$ cat config.mk
export PLATFORM = sky130hd
export DESIGN_NAME = rcc_unit
export DESIGN_NICKNAME = d
export VERILOG_FILES = /design/src/rtl/rcc_pkg.sv /design/src/rtl/rcc_flag_cell.sv /design/src/rtl/rcc_rst_sync.sv /design/src/rtl/rcc_unit.sv
export SDC_FILE = /design/constraint.sdc
export NUM_CORES = 1
export LEC_CHECK = 0
export ABC_AREA = 1
export ABC_CLOCK_PERIOD_IN_PS = 800
export BUFFER_PORTS_ARGS = -buffer_cell sky130_fd_sc_hd__buf_2
export CELL_PAD_IN_SITES_DETAIL_PLACEMENT = 1
export CELL_PAD_IN_SITES_GLOBAL_PLACEMENT = 2
export CORE_UTILIZATION = 15
export DETAILED_ROUTE_END_ITERATION = 10
export HOLD_SLACK_MARGIN = 0.02
export PLACE_DENSITY = 0.68
export RECOVER_POWER = 25
export SLEW_MARGIN = 25
export SYNTH_ARGS = -nofsm -noshare
export SYNTH_HDL_FRONTEND = slang
export SYNTH_SLANG_ARGS = --single-unit
$ cat constraint.sdc
create_clock -name clk_i -period 0.8 [get_ports clk_i]
set_input_delay 0.04 -clock clk_i [delete_from_list [all_inputs] [get_ports clk_i]]
set_output_delay 0.04 -clock clk_i [all_outputs]
set_load 0.02 [all_outputs]
$ cat src/rtl/rcc_pkg.sv
package rcc_pkg;
  localparam int unsigned REC_W   = 8;
  localparam int unsigned N_FLAGS = 3;
  // bit positions that software decodes
  localparam int unsigned POS_POR  = 0;
  localparam int unsigned POS_WDT  = 2;
  localparam int unsigned POS_VSUP = 5;

  function automatic int unsigned flag_pos(input int unsigned idx);
    case (idx)
      0:       return POS_POR;
      1:       return POS_WDT;
      default: return POS_VSUP;
    endcase
  endfunction

  function automatic logic [REC_W-1:0] live_mask();
    logic [REC_W-1:0] m;
    m = '0;
    for (int unsigned i = 0; i < N_FLAGS; i++) m[flag_pos(i)] = 1'b1;
    return m;
  endfunction
endpackage

$ cat src/rtl/rcc_flag_cell.sv
module rcc_flag_cell #(
  parameter logic SEED = 1'b0
) (
  input  logic clk_i,
  input  logic set_i,
  input  logic wr_i,
  input  logic d_i,
  output logic q_o
);
  // power-up content is undefined; simulation starts from SEED
  logic q_q = SEED;

  always_ff @(posedge clk_i or posedge set_i) begin
    if (set_i)     q_q <= 1'b1;
    else if (wr_i) q_q <= d_i;
  end

  assign q_o = q_q;
endmodule

$ cat src/rtl/rcc_rst_sync.sv
module rcc_rst_sync #(
  parameter int unsigned STAGES = 2
) (
  input  logic clk_i,
  input  logic arst_i,
  output logic rst_no
);
  logic [STAGES-1:0] sync_q;

  always_ff @(posedge clk_i or posedge arst_i) begin
    if (arst_i) sync_q <= '0;
    else        sync_q <= {sync_q[STAGES-2:0], 1'b1};
  end

  assign rst_no = sync_q[STAGES-1];
endmodule

$ cat src/rtl/rcc_unit.sv
module rcc_unit
  import rcc_pkg::*;
#(
  parameter int unsigned         SYNC_STAGES = 2,
  parameter logic [REC_W-1:0]    SEED        = '0
) (
  input  logic             clk_i,
  input  logic             rst_ni,
  input  logic             por_i,
  input  logic             wdt_ovf_i,
  input  logic             vsup_trip_i,
  input  logic             sel_i,
  input  logic             we_i,
  input  logic [REC_W-1:0] wdata_i,
  output logic [REC_W-1:0] rdata_o,
  output logic             sys_rst_no
);
  logic [N_FLAGS-1:0] src;
  logic [REC_W-1:0]   rec;
  logic               wr_en;
  logic               rd_en;
  logic               any_rst;

  assign src     = {vsup_trip_i, wdt_ovf_i, por_i};
  assign wr_en   = sel_i & we_i;
  assign rd_en   = sel_i & ~we_i;
  assign any_rst = (|src) | ~rst_ni;

  always_comb begin
    rec = '0;
    for (int unsigned i = 0; i < N_FLAGS; i++) rec[flag_pos(i)] = flag_q[i];
  end

  logic [N_FLAGS-1:0] flag_q;

  for (genvar g = 0; g < N_FLAGS; g++) begin : g_flag
    localparam int unsigned P = flag_pos(g);
    rcc_flag_cell #(.SEED(SEED[P])) u_cell (
      .clk_i (clk_i),
      .set_i (src[g]),
      .wr_i  (wr_en),
      .d_i   (wdata_i[P]),
      .q_o   (flag_q[g])
    );
  end

  rcc_rst_sync #(.STAGES(SYNC_STAGES)) u_sync (
    .clk_i  (clk_i),
    .arst_i (any_rst),
    .rst_no (sys_rst_no)
  );

  assign rdata_o = rd_en ? (rec & live_mask()) : '0;
endmodule

==> flow_metrics.py <==
metrics = {
    "outcome": {
        "status": "complete, but fails checks",
        "violations": "negative setup slack",
    },
    "detailed_routing": {
        "wl_per_cell_um": 7.46,
        "drc": 0,
        "drt.antenna.violating_nets": 0,
        "detail_route.iter0.violations": 6,
        "totalWireLength_um": 619,
        "routed_via_density": 3.23,
        "dr.pass1.iters": 6,
        "num_vias": 268,
    },
    "grt": {
        "grt_start_max_net_pins": 6,
        "track_usage": 0.0752,
        "antenna_found_initial": 0,
        "grt_pass1_vias": 240,
        "grt_pass1_wl_um": 931,
        "grt.overflow.total": 0,
    },
    "layout": {
        "drive_above_1_share": 0.424,
        "final_cell_mix": "10 x nand2_1, 9 x buf_2, 7 x dlygate4sd3_1, 6 x conb_1",
        "register_area_um2": 129,
        "fill_cells": 191,
        "layout_commonest_cell": "nand2_1",
        "fin_cells": 83,
        "antenna_cells": 0,
        "multiInputGateArea_um2": 97.6,
        "syn2layout_area_growth_pct": 75.2,
        "num-nets-final": 75,
    },
    "worst_setup_path": {
        "end_kind": "output port",
        "worst_path_dominant_cell_family": "flip-flops",
        "cp.buffers_inverters": 2,
        "endpoint": "rdata_o[5]",
        "crit_fanout": 2,
        "timing.critical_path.cells": "inv_2 -> nor2_2 -> buf_6",
        "cp_slowest_cell": "dfstp_2",
        "startpoint": "g_flag[2].u_cell.q_o$_DFFE_PP1P_",
        "critPathMaxStageDelay_ns": 0.53,
        "reg2reg_depth": 2,
        "start_kind": "register",
        "crit_required_ns": 0.76,
        "cp.arrival_ns": 1.01,
        "cp.depth": 3,
        "timing.rr.end": "g_flag[0].u_cell.q_o$_DFFE_PP1P_",
        "critPathKind": "reg2out",
        "rrSetupSlack_ns": 0.10,
        "reg2reg_from": "g_flag[0].u_cell.q_o$_DFFE_PP1P_",
    },
    "clocking": {
        "clkTransAtPathRegs_ns": 0.04,
        "h-tree-depth": 1,
        "cts-root-buf": "clkbuf_4",
        "post_cts_buffers": 0,
        "cts_tree": "built",
        "clk_path_buf_depth": 2,
        "clk_latency_ns": 0.24,
        "cts_buffers": 3,
        "cts_num_sinks": 5,
    },
    "synthesis": {
        "ys_seq_elements": 5,
        "ys_types": 8,
        "syn_inst": 36,
        "syn_avg_cell_area_um2": 7.44,
        "ys_seq_area_frac": 0.481,
        "ys_warn_count": 0,
        "syn-cell-area_um2": 268,
    },
    "power_and_ir_drop": {
        "vdd_drop_max_mv": 0.492,
        "comb_power_share": 0.215,
        "pwr-share-clk": 0.380,
        "pwr-share-seq": 0.405,
        "p_leak_nw": 0.251,
        "power.switching_mw": 0.203,
        "p_total_mw": 0.760,
        "powerDensity_nw_per_um2": 1620,
        "internal_power_mw": 0.557,
        "p_sw_frac": 0.267,
    },
    "placement": {
        "io_buffers": 13,
        "dp.cells": 72,
        "place_ws_ns": -0.0361,
        "routabilityCongestion": 0.604,
        "dp_hpwl_um": 480,
    },
    "timing": {
        "grt_setup_unrepaired": "yes",
        "drv_slew": 0,
        "holdWs_ns": 0.0582,
        "setup_ws_ns": -0.247,
        "max_freq_mhz": 955,
        "skew_ns": 0.0000701,
        "setup_viol": 3,
        "hold_viol": 0,
        "fin_crit_sh": 1.31,
        "period_needed_ns": 1.05,
    },
    "die": {
        "core.rowCount": 14,
        "start_util": 0.168,
        "fp.dieW_um": 44.3,
        "core_area_um2": 1590,
        "ios": 24,
        "die_h_um": 44.3,
        "die-area_um2": 1960,
    },
    "worst_hold_path": {
        "worstHoldPathType": "in2reg",
    },
    "flow_run": {
        "maxCapViolations": 0,
    },
}
worst min path at each step:
stage / startpoint / to / cells after the start
after floorplan: rst_ni / u_sync.sync_q[0]$_DFF_PP0_ / 2
after global placement: rst_ni / u_sync.sync_q[1]$_DFF_PP0_ / 3
after detailed placement: rst_ni / u_sync.sync_q[1]$_DFF_PP0_ / 3
after CTS: sel_i / g_flag[0].u_cell.q_o$_DFFE_PP1P_ / 3
after global routing: sel_i / g_flag[2].u_cell.q_o$_DFFE_PP1P_ / 3
final: sel_i / g_flag[0].u_cell.q_o$_DFFE_PP1P_ / 3
layout make-up:
class,instances,share of cell area
Timing Repair Buffer,20,0.341
Sequential cell,5,0.275
Multi-Input combinational cell,23,0.208
Tap cell,24,0.0640
Clock buffer,4,0.0560
Inverter,7,0.0560
cell families after synthesis:
family | after synthesis | synth area share
simple gates | 17 | 0.252
flops | 5 | 0.481
buf+inv | 12 | 0.238
other cells | 2 | 0.0280
worst reg2reg max path, stage by stage (launching register included):
cell,delay (ns)
dfstp_2,0.53
nand2_1,0.06
nand2_1,0.05
power by group through the flow:
stage / Sequential [mW] / Combinational [mW] / Clock, mW
2_1_floorplan: 0.307 / 0.0958 / 0
4_1_cts: 0.307 / 0.161 / 0.300
5_1_grt: 0.310 / 0.181 / 0.325
3_3_place_gp: 0.307 / 0.122 / 0
6_report: 0.308 / 0.163 / 0.289
3_5_place_dp: 0.307 / 0.124 / 0
synthesized netlist by cell type:
cell,number,area share
inv_1,7,0.098
nor2_1,4,0.056
dfrtp_1,2,0.19
dfstp_2,3,0.29
nand3_1,3,0.056
conb_1,2,0.028
nand2_1,10,0.14
buf_4,5,0.14
registers in the layout (all words and copies together), names as in the netlist:
signal / count
g_flag.u_cell.q_o: 3
u_sync.sync_q: 2
per-layer routing:
layer	wire length [um]	GRT usage	part of all wire	vias up
met5	0	0	0	-
met4	8	0.0909	0.013	0
met3	34	0.0245	0.055	2
met2	325	0.118	0.53	12
met1	251	0.0702	0.41	117
li1	-	-	-	137
what timing repair did:
action                                  in CTS  in global routing
endpoints found under the setup margin       3                  4
hold endpoints to repair                     8                  0
pin swaps                                    3                  0
hold buffers                                 7                  0
gates resized for setup                      9                  2
per-stage QoR:
step,TNS [ns],cell area (um2),utilization
final,-0.735,469,0.294
after global routing,-0.850,469,0.294
after CTS,-0.768,463,0.290
after detailed placement,-0.105,348,0.218
after global placement,-0.104,348,0.218
after floorplan,0,290,-
(Power assumes the default switching activity.)
